## config.mk

```make
export PLATFORM = sky130hd
export DESIGN_NAME = scan_sequencer
export DESIGN_NICKNAME = d
export VERILOG_FILES = /design/src/rtl/scan_sequencer.sv
export SDC_FILE = /design/constraint.sdc
export NUM_CORES = 1
export LEC_CHECK = 0
export BUFFER_PORTS_ARGS = -buffer_cell sky130_fd_sc_hd__buf_4
export CORE_MARGIN = 3
export CORE_UTILIZATION = 40
export DETAILED_ROUTE_END_ITERATION = 7
export HOLD_SLACK_MARGIN = 0.15
export PLACE_DENSITY = 0.59
export SLEW_MARGIN = 20
export SYNTH_ARGS = -nofsm -noshare
export SYNTH_HDL_FRONTEND = slang
export SYNTH_SLANG_ARGS = --single-unit
```

## constraint.sdc

```tcl
create_clock -name clk -period 5.4 [get_ports clk]
set_input_delay 0.27 -clock clk [delete_from_list [all_inputs] [get_ports clk]]
set_output_delay 0.27 -clock clk [all_outputs]
set_load 0.1 [all_outputs]
```

## src/rtl/scan_sequencer.sv

```systemverilog
module scan_sequencer #(
  parameter int NBUF             = 4,
  parameter int BUF_WORDS        = 64,
  parameter int NODES            = 8,
  parameter int TBL_DEPTH        = 16,
  parameter int WORD_PERIOD_RST  = 20000,
  parameter int FRAME_PERIOD_RST = 3125000,
  parameter int TIMEOUT_RST      = 1000,
  parameter logic [15:0] FILLER  = 16'hDEAD,
  localparam int BW = $clog2(NBUF),
  localparam int WW = $clog2(BUF_WORDS),
  localparam int TW = $clog2(TBL_DEPTH),
  localparam int NW = $clog2(NODES),
  localparam int AW = $clog2(NBUF * BUF_WORDS)
) (
  input  logic          clk,
  input  logic          rst_n,
  input  logic          reg_we,
  input  logic [2:0]    reg_addr,
  input  logic [31:0]   reg_wdata,
  output logic [31:0]   reg_rdata,
  output logic          irq,
  output logic [TW-1:0] tbl_addr,
  input  logic [15:0]   tbl_data,
  output logic          buf_we,
  output logic [AW-1:0] buf_addr,
  output logic [15:0]   buf_wdata,
  output logic          tx_valid,
  input  logic          tx_ready,
  output logic [7:0]    tx_data,
  input  logic          rx_valid,
  input  logic [7:0]    rx_data
);

  typedef enum logic [3:0] {
    S_IDLE, S_TXN, S_TXC, S_RID, S_RHI, S_RLO, S_CHI, S_CLO, S_FILL, S_DONE
  } state_t;

  state_t          state;
  logic            running, mode, stop_req, irq_q, ovr, id_ok;
  logic [31:0]     word_per, frame_per, tmo_lim, tick_cnt, wait_cnt;
  logic [TW-1:0]   ent_ptr;
  logic [15:0]     ent, sum;
  logic [WW-1:0]   wptr;
  logic [BW-1:0]   cur, nxt;
  logic [NBUF-1:0] pend;
  logic [NODES-1:0] node_tmo, node_err;
  logic [7:0]      hi;
  logic [5:0]      cnt;
  logic            none_free;

  wire [31:0] period     = mode ? frame_per : word_per;
  wire        tick       = running && (tick_cnt + 32'd1 >= period);
  wire [5:0]  len        = ent[13:8];
  wire [15:0] word       = {hi, rx_data};
  wire        waiting    = state inside {S_RID, S_RHI, S_RLO, S_CHI, S_CLO};
  wire        tmo_hit    = waiting && !rx_valid && (wait_cnt >= tmo_lim);
  wire        done_minor = (state == S_DONE) && ent[15];
  wire        w_ctrl     = reg_we && (reg_addr == 3'd0);
  wire        w_stat     = reg_we && (reg_addr == 3'd4);
  wire        w_node     = reg_we && (reg_addr == 3'd5);
  wire [NODES-1:0] node_oh = NODES'(1) << ent[NW-1:0];
  wire [NBUF-1:0]  cur_oh  = NBUF'(1) << cur;
  wire [NBUF-1:0]  nxt_oh  = NBUF'(1) << nxt;
  wire        bad_frame  = (state == S_CLO) && rx_valid && (!id_ok || word != sum);

  assign irq       = irq_q;
  assign tbl_addr  = ent_ptr;
  assign tx_valid  = (state == S_TXN) || (state == S_TXC);
  assign tx_data   = (state == S_TXN) ? ent[7:0] : {2'b10, ent[13:8]};
  assign buf_we    = ((state == S_RLO) && rx_valid) || ((state == S_FILL) && (cnt < len));
  assign buf_wdata = (state == S_FILL) ? FILLER : word;
  assign buf_addr  = AW'(cur) * AW'(BUF_WORDS) + AW'(wptr);

  always_comb begin
    nxt = (cur == BW'(NBUF - 1)) ? '0 : cur + 1'b1;
    none_free = 1'b1;
    for (int i = NBUF - 1; i >= 1; i--) begin
      if (!pend[(int'(cur) + i) % NBUF]) begin
        nxt = BW'((int'(cur) + i) % NBUF);
        none_free = 1'b0;
      end
    end
  end

  always_comb begin
    reg_rdata = '0;
    case (reg_addr)
      3'd0: begin reg_rdata[0] = running; reg_rdata[2] = mode; end
      3'd1: reg_rdata = word_per;
      3'd2: reg_rdata = frame_per;
      3'd3: reg_rdata = tmo_lim;
      3'd4: begin
        reg_rdata[NBUF-1:0] = pend;
        reg_rdata[15:8]     = 8'(cur);
        reg_rdata[16]       = irq_q;
        reg_rdata[17]       = ovr;
      end
      3'd5: begin
        reg_rdata[NODES-1:0]  = node_tmo;
        reg_rdata[16 +: NODES] = node_err;
      end
      default: reg_rdata = '0;
    endcase
  end

  always_ff @(posedge clk or negedge rst_n) begin
    if (!rst_n) begin
      pend     <= '0;
      irq_q    <= 1'b0;
      ovr      <= 1'b0;
      node_tmo <= '0;
      node_err <= '0;
    end else begin
      pend     <= ((pend & ~(w_stat ? reg_wdata[NBUF-1:0] : '0)) | (done_minor ? cur_oh : '0))
                  & ~(done_minor ? nxt_oh : '0);
      irq_q    <= (irq_q & ~(w_stat && reg_wdata[16])) | done_minor;
      ovr      <= (ovr & ~(w_stat && reg_wdata[17])) | (done_minor && none_free);
      node_tmo <= (node_tmo & ~(w_node ? reg_wdata[NODES-1:0] : '0)) | (tmo_hit ? node_oh : '0);
      node_err <= (node_err & ~(w_node ? reg_wdata[16 +: NODES] : '0)) | (bad_frame ? node_oh : '0);
    end
  end

  always_ff @(posedge clk or negedge rst_n) begin
    if (!rst_n) begin
      state     <= S_IDLE;
      running   <= 1'b0;
      mode      <= 1'b0;
      stop_req  <= 1'b0;
      word_per  <= 32'(WORD_PERIOD_RST);
      frame_per <= 32'(FRAME_PERIOD_RST);
      tmo_lim   <= 32'(TIMEOUT_RST);
      tick_cnt  <= '0;
      wait_cnt  <= '0;
      ent_ptr   <= '0;
      ent       <= '0;
      wptr      <= '0;
      cur       <= '0;
      hi        <= '0;
      sum       <= '0;
      cnt       <= '0;
      id_ok     <= 1'b0;
    end else begin
      tick_cnt <= (!running || tick) ? '0 : tick_cnt + 32'd1;
      wait_cnt <= (!waiting || rx_valid) ? '0 : wait_cnt + 32'd1;

      case (state)
        S_IDLE: begin
          if (stop_req) begin
            running  <= 1'b0;
            stop_req <= 1'b0;
          end else if (tick) begin
            ent   <= tbl_data;
            state <= S_TXN;
          end
        end
        S_TXN: if (tx_ready) state <= S_TXC;
        S_TXC: if (tx_ready) begin
          sum   <= '0;
          cnt   <= '0;
          state <= S_RID;
        end
        S_RID: begin
          if (rx_valid) begin
            id_ok <= (rx_data == ent[7:0]);
            state <= (len == 6'd0) ? S_CHI : S_RHI;
          end else if (tmo_hit) state <= S_FILL;
        end
        S_RHI: begin
          if (rx_valid) begin
            hi    <= rx_data;
            state <= S_RLO;
          end else if (tmo_hit) state <= S_FILL;
        end
        S_RLO: begin
          if (rx_valid) begin
            sum   <= sum + word;
            cnt   <= cnt + 6'd1;
            wptr  <= wptr + 1'b1;
            state <= (cnt + 6'd1 == len) ? S_CHI : S_RHI;
          end else if (tmo_hit) state <= S_FILL;
        end
        S_CHI: begin
          if (rx_valid) begin
            hi    <= rx_data;
            state <= S_CLO;
          end else if (tmo_hit) state <= S_FILL;
        end
        S_CLO: begin
          if (rx_valid) state <= S_DONE;
          else if (tmo_hit) state <= S_FILL;
        end
        S_FILL: begin
          if (cnt < len) begin
            cnt  <= cnt + 6'd1;
            wptr <= wptr + 1'b1;
          end else state <= S_DONE;
        end
        S_DONE: begin
          ent_ptr <= ent[14] ? '0 : ent_ptr + 1'b1;
          if (ent[15]) begin
            cur  <= nxt;
            wptr <= '0;
          end
          state <= S_IDLE;
        end
        default: state <= S_IDLE;
      endcase

      if (reg_we && reg_addr == 3'd1) word_per  <= reg_wdata;
      if (reg_we && reg_addr == 3'd2) frame_per <= reg_wdata;
      if (reg_we && reg_addr == 3'd3) tmo_lim   <= reg_wdata;
      if (w_ctrl) begin
        mode <= reg_wdata[2];
        if (reg_wdata[1]) stop_req <= 1'b1;
        if (reg_wdata[0]) begin
          running  <= 1'b1;
          stop_req <= 1'b0;
          tick_cnt <= '0;
          ent_ptr  <= '0;
          wptr     <= '0;
        end
      end
    end
  end

endmodule

```

==> metrics.md, run 1 <==
| Metric | Value |
|---|---|
| Final critical-path required period | `4.46 ns` |
| Crit path kind | `reg2reg` |
| Ant. Diodes | `0` |
| Hpwl dp | `28800 um` |
| CP required | `5.83 ns` |
| Antenna-violating nets left | `0` |
| Power per Cell Area | `423 nW/um2` |
| IR drop worst, VDD | `0.547 mV` |
| Remaining Overflow, GRT | `0` |
| Combinational power share | `38.5%` |
| Wirelength per Cell | `19.0 um` |
| Core box area | `35900 um2` |
| Die W | `198 um` |
| Number of global-route vias before repair | `11800` |
| Hold Fails Final Rpt | `0` |
| Netlist cell types | `68` |
| Clock power frac | `27.8%` |
| Total Nets Final | `1804` |
| PnR worst setup slack | `0.945 ns` |
| Synthesized Nets | `1629` |
| Layout Cells excl Fill | `2127` |
| Share of post-route cells with drive strength above 1 | `23.2%` |
| Most used DFF post-synth | `dfrtp_1` |
| Dpl ws | `0.992 ns` |
| Post-Synthesis Cell Area | `14700 um2` |
| CP cell instances | `ha_1 -> nand3_1 -> nor3_2 -> nand3_1 -> or2_1 -> inv_1 -> and3_1 -> xor2_1 -> ha_1 -> nand4_1 -> nor3_1 -> a211o_1 -> o2bb2ai_1 -> nor2b_2 -> mux2_2` |
| FP Rows | `69` |
| Fin Hold WS | `0.294 ns` |
| Reg2reg start | `tick_cnt[0]` |
| CTS H-Tree Depth | `1` |
| R2R depth | `15` |
| Post-synthesis average cell area | `10.0 um2` |
| DRT Pass-1 Iters | `5` |
| #FFs+latches synth | `248` |
| CTS root buffer | `clkbuf_16` |
| Sink Count | `248` |
| Async SR Flop Fraction | `100%` |
| Setup TNS | `0 ns` |
| Post-CTS setup buffer count | `0` |
| CP max-delay cell | `nor2b_2` |
| Worst setup SP type | `flip-flop` |
| Crit path DAT | `4.88 ns` |
| First-pass GRT wire length | `64900 um` |
| WP buf/inv | `1` |
| Outcome | `finished, final reports clean` |
| Crit. End Element | `flip-flop` |
| NetSw | `3.08 mW` |
| DIE AREA | `39100 um2` |
| Switching Share | `40.9%` |
| Gr usage total | `20.6%` |
| Internal | `4.44 mW` |
| # IOs | `135` |
| Fin crit share | `82.5%` |
| Setup slack, reg-to-reg | `0.94 ns` |
| Initial DRC Count | `642` |
| Initial antenna violation count | `0` |
| Die height | `198 um` |
| F_max | `224 MHz` |
| Clock buffer depth | `3` |
| CTS tree | `built` |
| Via Count | `11600` |
| Initial Util | `41.0%` |
| Worst-Margin Slew | `0.950 ns` |
| Residual DRC | `0` |
| RSZ-0062 raised after global routing | `no` |
| Final setup fails | `0` |
| P&R area growth vs syn | `20.7%` |
| Final Skew | `0.0339 ns` |
| Drt total wl | `40500 um` |
| Sequential area share after synthesis | `42.4%` |
| Rel. slew slack | `36.7%` |
| IO Port Bufs | `134` |
| Delay-heaviest family, CP | `simple AND/OR/NAND/NOR gates` |
| Crit path max fanout | `12` |
| Via/cell ratio | `5.45` |
| Post-synth EDFFs | `0` |
| RD Place Congestion | `0.891` |
| Flop pwr share | `33.7%` |
| Pin count of the biggest net entering global routing | `170` |
| Pleak | `8.18 nW` |
| Yosys warnings | `0` |
| Worst hold-check path type | `in2async` |
| Post-Place Cells | `2014` |
| FF-to-FF End | `ent[5]` |
| Worst-Skew Late Latency | `0.57 ns` |
| Slew Viols, Final | `0` |
| Critical path's largest stage delay | `0.66 ns` |
| Cells after Synth | `1468` |
| Max-Cap Viols | `0` |
| Total CTS buffers | `29` |
| CTS clk-pin slew, worst paths | `0.07 ns` |
Yosys cell counts (16+ instances only):
master      n  share of area (%)
xnor2_1    44                2.6
a21oi_1    61                2.1
clkbuf_1   42                1.1
o21ai_0    80                2.7
and3_1     16               0.68
xor2_1     43                2.6
ha_1       96                8.2
mux2_2    142                 11
nor2b_1    37                1.6
dfstp_2    23                4.1
dfrtp_1   225                 38
inv_1      65                1.7
mux2i_1    35                2.4
a22o_1     18                1.1
nand3_1    40                1.4
nand2_1   142                3.6
nor2_1    108                2.8
nand4_1    20               0.85
nor3_1     20               0.68
a22oi_1    38                1.9
nand2b_1   22               0.94
per-layer routing:
layer	vias up	routed length, um	GRT usage, %
li1	5565	-	-
met5	-	0	0
met2	240	19000	34.6
met3	47	1880	2.96
met4	0	875	5.22
met1	5730	18700	28.2
worst max-delay path by stage:
| stage | startpoint | endpoint | slack [ns] | cells after the start |
|---|---|---|---|---|
| after floorplan | reg_addr[0] | reg_rdata[18] | 1.48 | 6 |
| after global placement | tick_cnt[0] | ent[4] | 1.08 | 15 |
| after detailed placement | tick_cnt[0] | ent[5] | 0.99 | 15 |
| after CTS | tick_cnt[0] | ent[5] | 0.95 | 15 |
| after global routing | tick_cnt[0] | ent[4] | 0.57 | 15 |
| final | tick_cnt[0] | ent[5] | 0.94 | 15 |
placed cells by master (no fill, tap or decap), drive strengths merged, types with 3 or more instances in the layout:
cell | synthesis | layout
a211oi | 6 | 6
a21o | 11 | 11
a21oi | 61 | 61
a22o | 18 | 18
a22oi | 38 | 38
a31oi | 6 | 6
a32o | 7 | 7
and2 | 10 | 10
and3 | 18 | 18
and4 | 5 | 5
buf | 18 | 145
bufinv | 0 | 5
clkbuf | 42 | 35
clkinv | 0 | 9
clkinvlp | 0 | 3
dfrtp | 225 | 225
dfstp | 23 | 23
dlygate4sd3 | 0 | 59
ha | 96 | 96
inv | 65 | 67
mux2 | 142 | 142
mux2i | 35 | 35
nand2 | 143 | 143
nand2b | 22 | 22
nand3 | 41 | 41
nand4 | 20 | 20
nor2 | 108 | 108
nor2b | 37 | 37
nor3 | 23 | 23
nor3b | 4 | 4
nor4 | 13 | 13
o211ai | 5 | 5
o21a | 5 | 5
o21ai | 81 | 81
o21bai | 4 | 4
o31ai | 4 | 4
or2 | 6 | 6
or3 | 12 | 12
xnor2 | 44 | 44
xor2 | 43 | 43
cells by family (layout without fill, tap and decap cells):
logic type,count (synthesis),in the layout,share of synthesized area (%)
AO/OA/AOI/OAI,266,266,11.6
flip-flops,248,248,42.4
XOR/XNOR,87,87,5.18
buffers and inverters,125,323,3.49
adder cells (fa/ha/maj),97,97,8.30
multiplexers,179,179,13.6
AND/OR/NAND/NOR,466,466,15.6
sequential cells by signal, indices dropped and copies added (netlist names), 2 cells and up:
signal	count
hi	8
tbl_addr	4
word_per	32
sum	16
state	4
node_tmo	8
wptr	6
tmo_lim	32
cnt	6
ent	16
pend	4
node_err	8
wait_cnt	32
cur	2
tick_cnt	32
frame_per	32
power by group through the flow:
| stage | registers, mW | clock network [mW] | logic, mW |
|---|---|---|---|
| CTS | 2.53 | 2.14 | 2.90 |
| detailed placement | 2.56 | 0 | 2.86 |
| global placement | 2.55 | 0 | 2.82 |
| global route | 2.58 | 2.21 | 3.14 |
| finish | 2.53 | 2.09 | 2.89 |
| floorplan | 2.59 | 0 | 2.12 |
stage by stage:
| stage | util (%) | cell area (um2) | power [mW] |
|---|---|---|---|
| CTS | 49.4 | 17800 | 7.58 |
| floorplan | - | 14700 | 4.70 |
| global placement | 45.0 | 16100 | 5.37 |
| finish | 49.5 | 17800 | 7.52 |
| detailed placement | 45.0 | 16200 | 5.42 |
| global route | 49.5 | 17800 | 7.94 |
cell type report:
cell class / instances / area [um2]
clock buffers: 35 / 778
clock inverters: 19 / 235
fillers: 3314 / 18200
inverters: 65 / 244
multi-input cells: 1095 / 7990
flip-flops and latches: 248 / 6240
well taps: 461 / 577
repair buffers: 204 / 1700
timing repair:
action                                  4_1_cts  5_1_grt
hold buffers                                 59        0
resized for setup                             0        0
endpoints found under the hold margin       227        0
endpoints found under the setup margin        0        0
Note: power is estimated with default switching activity, not from simulation.
==> run 2, diff against run 1 <==
Settings changed: ABC_AREA set to 1, PLACE_DENSITY 0.59 to 0.62.
Clock period 5.4 ns to 3.7 ns, I/O delays scaled along.
==> run 2 against run 1 <==
  * Critical path depth increased by 5
  * Setup slack lost 0.61 ns
  * First-iteration DRC count up 48%
  * Critical path type unchanged
  * Largest cell class unchanged
==> metrics.md, run 2 <==
| Metric | Value |
|---|---|
| # IOs | `135` |
| Worst-Margin Slew | `0.852 ns` |
| Final critical-path required period | `3.37 ns` |
| Post-synthesis average cell area | `7.64 um2` |
| Clock power frac | `26.5%` |
| RSZ-0062 raised after global routing | `no` |
| Share of post-route cells with drive strength above 1 | `12.8%` |
| RD Place Congestion | `0.886` |
| CP max-delay cell | `dfrtp_1` |
| Post-synth top area share | `37.4%` |
| Setup TNS | `0 ns` |
| Crit path max fanout | `32` |
| Hold Fails Final Rpt | `0` |
| Worst-Skew Late Latency | `0.56 ns` |
| PnR worst setup slack | `0.331 ns` |
| Worst hold-check path type | `in2async` |
| Post-synth top cells | `nand2_1 (483), inv_1 (275), o21ai_0 (227)` |
| Remaining Overflow, GRT | `0` |
| Synth top area cells | `dfrtp_1 (37%), nand2_1 (12%), ha_1 (8.0%)` |
| Final Skew | `0.0103 ns` |
| Commonest non-fill, non-tap cell in the layout | `nand2_1` |
| Slew Viols, Final | `0` |
| Leading area contributor after synthesis | `dfrtp_1` |
| CP cell instances | `nand3_2 -> nor2_4 -> nand2_4 -> nor2_4 -> nand2_4 -> nor3_4 -> nand4_2 -> nor2_2 -> xor2_1 -> inv_1 -> ha_1 -> a21oi_1 -> o21a_1 -> a21oi_1 -> nor2_1 -> nand3_2 -> nor2_1 -> nand2_1 -> buf_12 -> nor3_1` |
| Async SR Flop Fraction | `100%` |
| Total power | `10.3 mW` |
| NetSw | `4.47 mW` |
| CTS tree | `built` |
| Initial DRC Count | `950` |
| Sink Count | `248` |
| Ant. Diodes | `0` |
| Most instantiated library cell after synthesis | `nand2_1` |
| Internal | `5.84 mW` |
| CTS clk-pin slew, worst paths | `0.06 ns` |
| Netlist cell types | `60` |
| Critical path's largest stage delay | `0.40 ns` |
| Max-Cap Viols | `0` |
| Total Nets Final | `2324` |
| Antenna-violating nets left | `0` |
| Synthesized Nets | `2131` |
| Residual DRC | `0` |
| Post-Synthesis Cell Area | `15100 um2` |
| Die W | `200 um` |
| Core box area | `36900 um2` |
| Pleak | `9.15 nW` |
| Drt total wl | `44100 um` |
| Yosys warnings | `0` |
| Via Count | `13800` |
| FP Rows | `70` |
| P&R area growth vs syn | `21.0%` |
| Fin crit share | `91.0%` |
| Initial antenna violation count | `0` |
| Combinational power share | `39.2%` |
| IO Port Bufs | `134` |
| Rel. slew slack | `43.0%` |
| Power per Cell Area | `565 nW/um2` |
| DIE AREA | `40000 um2` |
| First-pass GRT wire length | `70200 um` |
| Final setup fails | `0` |
| Die height | `200 um` |
| CTS root buffer | `clkbuf_16` |
| Crit path DAT | `3.84 ns` |
| Post-synth EDFFs | `0` |
| F_max | `297 MHz` |
| Post-Place Cells | `2569` |
| Outcome | `finished, final reports clean` |
| Via/cell ratio | `5.12` |
| Pin count of the biggest net entering global routing | `137` |
| Initial Util | `40.8%` |
| Number of global-route vias before repair | `13200` |
| Dpl ws | `0.212 ns` |
| Clock buffer depth | `3` |
| Most frequent cells in the layout | `nand2_1 (480), inv_1 (275), o21ai_0 (226)` |
| CP required | `4.17 ns` |
| Hpwl dp | `32800 um` |
| Switching Share | `43.3%` |
| CTS H-Tree Depth | `1` |
| Flop pwr share | `34.3%` |
| Wirelength per Cell | `16.4 um` |
| Worst setup SP type | `flip-flop` |
| Crit. End Element | `flip-flop` |
| Gr usage total | `21.9%` |
| Sequential area share after synthesis | `41.4%` |
| Cells after Synth | `1970` |
| Most used DFF post-synth | `dfrtp_1` |
| DRT Pass-1 Iters | `5` |
| Layout Cells excl Fill | `2690` |
| Crit path kind | `reg2reg` |
| Total CTS buffers | `29` |
| IR drop worst, VDD | `0.652 mV` |
| #FFs+latches synth | `248` |
==> run 2: final timing paths <==
path                                   from      endpoint  slack [ns]  cells after the start
worst min register to register  tmo_lim[12]   tmo_lim[12]        0.48                      2
worst max register to register  tick_cnt[0]   tick_cnt[6]        0.33                     20
max in group asynchronous             rst_n          mode        2.36                      3
worst min-delay path                  rst_n  tick_cnt[25]        0.15                      2
min in group clk                reg_addr[2]       running        0.38                      6
worst max-delay path            tick_cnt[0]   tick_cnt[6]        0.33                     20
==> run 2: metrics by stage <==
step | instance area [um2] | hold slack, ns | utilization (%)
6_report | 18200 | 0.153 | 49.4
4_1_cts | 18200 | 0.151 | 49.3
3_3_place_gp | 16600 | 0.142 | 45.1
2_1_floorplan | 15100 | -0.111 | -
3_5_place_dp | 16600 | 0.141 | 45.1
5_1_grt | 18200 | 0.186 | 49.4
==> run 2: cells by family after synthesis <==
| kind of cell | synth area share [%] |
|---|---|
| AO/OA/AOI/OAI | 14.6 |
| flip-flops | 41.4 |
| XOR/XNOR | 3.49 |
| AND/OR/NAND/NOR | 23.4 |
| multiplexers | 0.399 |
| buffers and inverters | 8.64 |
| adder cells (fa/ha/maj) | 8.11 |
==> run 2: timing repair <==
item,in CTS,in global routing
endpoints found under the hold margin,211,0
buffers inserted,0,2
gates resized for setup,0,5
hold buffers,65,0
setup endpoints to repair,0,49
==> run 2: critical path: cells and delay by family (launching register included) <==
| family | cells | cell delay (ns) |
|---|---|---|
| XOR/XNOR | 1 | 0.21 |
| AO/OA/AOI/OAI | 3 | 0.35 |
| AND/OR/NAND/NOR | 13 | 1.75 |
| buffers and inverters | 2 | 0.26 |
| flip-flops | 1 | 0.40 |
| adder cells (fa/ha/maj) | 1 | 0.31 |
==> run 2: cell type report <==
cell class,count,area [um2]
flip-flops and latches,248,6240
multi-input cells,1382,7540
clock inverters,8,61.3
fillers,3619,18700
well taps,504,631
clock buffers,46,850
repair buffers,215,1830
inverters,287,1080
==> run 2: per-layer routing <==
| metal | global-route usage (%) | vias up | part of all wire (%) |
|---|---|---|---|
| met1 | 30.2 | 6496 | 45 |
| met3 | 2.87 | 79 | 5.4 |
| li1 | - | 6804 | - |
| met4 | 6.64 | 0 | 3.3 |
| met5 | 0 | - | 0 |
| met2 | 36.3 | 396 | 46 |
==> run 2: power groups by stage <==
| stage | combinational, mW | sequential [mW] | clock, mW |
|---|---|---|---|
| after floorplan | 2.64 | 3.83 | 0 |
| after global placement | 3.90 | 3.56 | 0 |
| after detailed placement | 3.97 | 3.57 | 0 |
| after CTS | 4.03 | 3.53 | 2.80 |
| after global routing | 4.43 | 3.60 | 2.90 |
| final | 4.04 | 3.53 | 2.73 |
==> run 3, diff against run 2 <==
Settings changed: CELL_PAD_IN_SITES_DETAIL_PLACEMENT set to 1, CELL_PAD_IN_SITES_GLOBAL_PLACEMENT set to 1, PLACE_DENSITY 0.62 to 0.78.
==> run 3 against run 2 <==
  * Routed wire length grew 15%
  * Die area is the same
  * Combinational power grew 3%
  * Clock skew shrank 0.00073 ns
  * Power grew 4.1%
  * Core utilization grew 0.49 points
  * Hold slack gained 0.086 ns
  * Global-route usage grew 3.5 points
  * Clock power grew 9.5%
  * Design area grew 0.98%
  * Flip-flop and latch count is the same
  * Critical path type unchanged
  * Critical endpoint is now ent[11]
==> metrics.md, run 3 (synthesis gave the netlist of run 2 again) <==
| Metric | Value |
|---|---|
| DIE AREA | `40000 um2` |
| Crit. End Element | `flip-flop` |
| Total CTS buffers | `30` |
| CP cell instances | `nand3_2 -> nor2_4 -> nand2_4 -> nor2_4 -> nand2_4 -> nor3_4 -> nand4_2 -> nor2_2 -> xor2_1 -> inv_1 -> ha_1 -> nand2_1 -> nor3_2 -> nand3_1 -> nor2_2 -> nand4_1 -> nand3_2 -> nand3_2 -> buf_12 -> nor2_1 -> a21oi_1` |
| Delay-heaviest family, CP | `simple AND/OR/NAND/NOR gates` |
| Most frequent cells in the layout | `nand2_1 (480), inv_1 (275), o21ai_0 (226)` |
| CTS tree | `built` |
| Critical path's largest stage delay | `0.40 ns` |
| Max-Cap Viols | `0` |
| Hpwl dp | `37200 um` |
| Via Count | `14200` |
| Most used cell, CP | `nand3_2` |
| First-pass GRT wire length | `80900 um` |
| IO Port Bufs | `134` |
| Sink Count | `248` |
| Crit path max fanout | `32` |
| RD Place Congestion | `0.926` |
| Total Nets Final | `2333` |
| CTS clk-pin slew, worst paths | `0.06 ns` |
| Antenna-violating nets left | `0` |
| CP required | `4.14 ns` |
| Gr usage total | `25.4%` |
| Outcome | `finished, final reports clean` |
| Drt total wl | `50600 um` |
| Initial antenna violation count | `1` |
| Final Skew | `0.00956 ns` |
| Initial DRC Count | `647` |
| Commonest non-fill, non-tap cell in the layout | `nand2_1` |
| Final setup fails | `0` |
| Wirelength per Cell | `18.7 um` |
| Worst-Margin Slew | `0.813 ns` |
| R2R depth | `21` |
| Core box area | `36900 um2` |
| WP buf/inv | `2` |
| CP max-delay cell | `dfrtp_1` |
| Setup slack, reg-to-reg | `0.25 ns` |
| Clock buffer depth | `3` |
| Via/cell ratio | `5.25` |
| Design area | `18400 um2` |
| Fin Hold WS | `0.239 ns` |
| Crit path kind | `reg2reg` |
| F_max | `290 MHz` |
| Remaining Overflow, GRT | `0` |
| Worst setup SP type | `flip-flop` |
| Number of global-route vias before repair | `15200` |
| # IOs | `135` |
| Hold Fails Final Rpt | `0` |
| Pleak | `9.24 nW` |
| Share of post-route cells with drive strength above 1 | `13.3%` |
| Fin crit share | `93.2%` |
| Initial Util | `40.8%` |
| CTS H-Tree Depth | `1` |
| Die height | `200 um` |
| CTS root buffer | `clkbuf_16` |
| IR drop worst, VDD | `0.765 mV` |
| Ant. Diodes | `0` |
| Rel. slew slack | `45.8%` |
| Residual DRC | `0` |
| DP Area | `16700 um2` |
| Final critical-path required period | `3.45 ns` |
| Die W | `200 um` |
| DRT Pass-1 Iters | `7` |
| Stages on worst setup path | `21` |
| Worst hold-check path type | `in2async` |
| Slew Viols, Final | `0` |
| Worst-Skew Late Latency | `0.57 ns` |
| FP Rows | `70` |
| Crit path DAT | `3.89 ns` |
| Power per Cell Area | `583 nW/um2` |
| P&R area growth vs syn | `22.2%` |
| Pin count of the biggest net entering global routing | `98` |
[run 3: cell count changes in the layout (fill, tap and decap cells not counted), moves of 2 or more]
cell,previous run,this run
buf_4,145,152
bufinv_16,0,2
clkbuf_16,29,31
nand3_1,53,51
nand3_2,4,6
[run 3: power by group]
group | total (mW) | leakage [nW] | switching [mW] | internal (mW)
combinational | 4.18 | 5.56 | 3.06 | 1.12
clock | 2.99 | 0.489 | 1.18 | 1.81
sequential | 3.56 | 3.19 | 0.400 | 3.16
[run 3: timing repair]
action,in CTS,in global routing
resized for setup,0,11
hold endpoints to repair,244,0
hold buffers,66,0
endpoints found under the setup margin,0,50
setup buffers,0,6
[run 3: metrics by stage]
step           utilization [%]  total power [mW]  instances  worst slack (ns)  setup TNS, ns
2_1_floorplan                -              6.47       1970             0.546              0
3_3_place_gp              45.2              7.50       2572             0.291              0
3_5_place_dp              45.2              7.66       2572            0.0913              0
4_1_cts                   49.7              10.8       2694            0.0469              0
5_1_grt                   49.9              11.4       2700           -0.0199         -0.118
6_report                  49.9              10.7       2700             0.251              0
[run 3: layer usage]
metal / track usage [%] / vias to the layer above / wire length (um)
met5: 0 / - / 15
met4: 7.96 / 2 / 1740
met3: 4.18 / 94 / 2280
met2: 45.2 / 297 / 25100
met1: 31.7 / 6966 / 21500
li1: - / 6809 / -
[run 3: final timing paths]
path,start,to
max,tick_cnt[0],ent[11]
min,rst_n,tmo_lim[30]
max reg2reg,tick_cnt[0],ent[11]
min reg2reg,tmo_lim[30],tmo_lim[30]
max in group asynchronous,rst_n,tmo_lim[8]
min in group clk,reg_addr[2],running
[run 3: area by class of cell]
cell class              count  area, um2
fillers                  4512      18500
clock inverters             7       87.6
repair buffers            223       1900
clock buffers              49        913
multi-input cells        1382       7560
flip-flops and latches    248       6240
well taps                 504        631
inverters                 287       1080
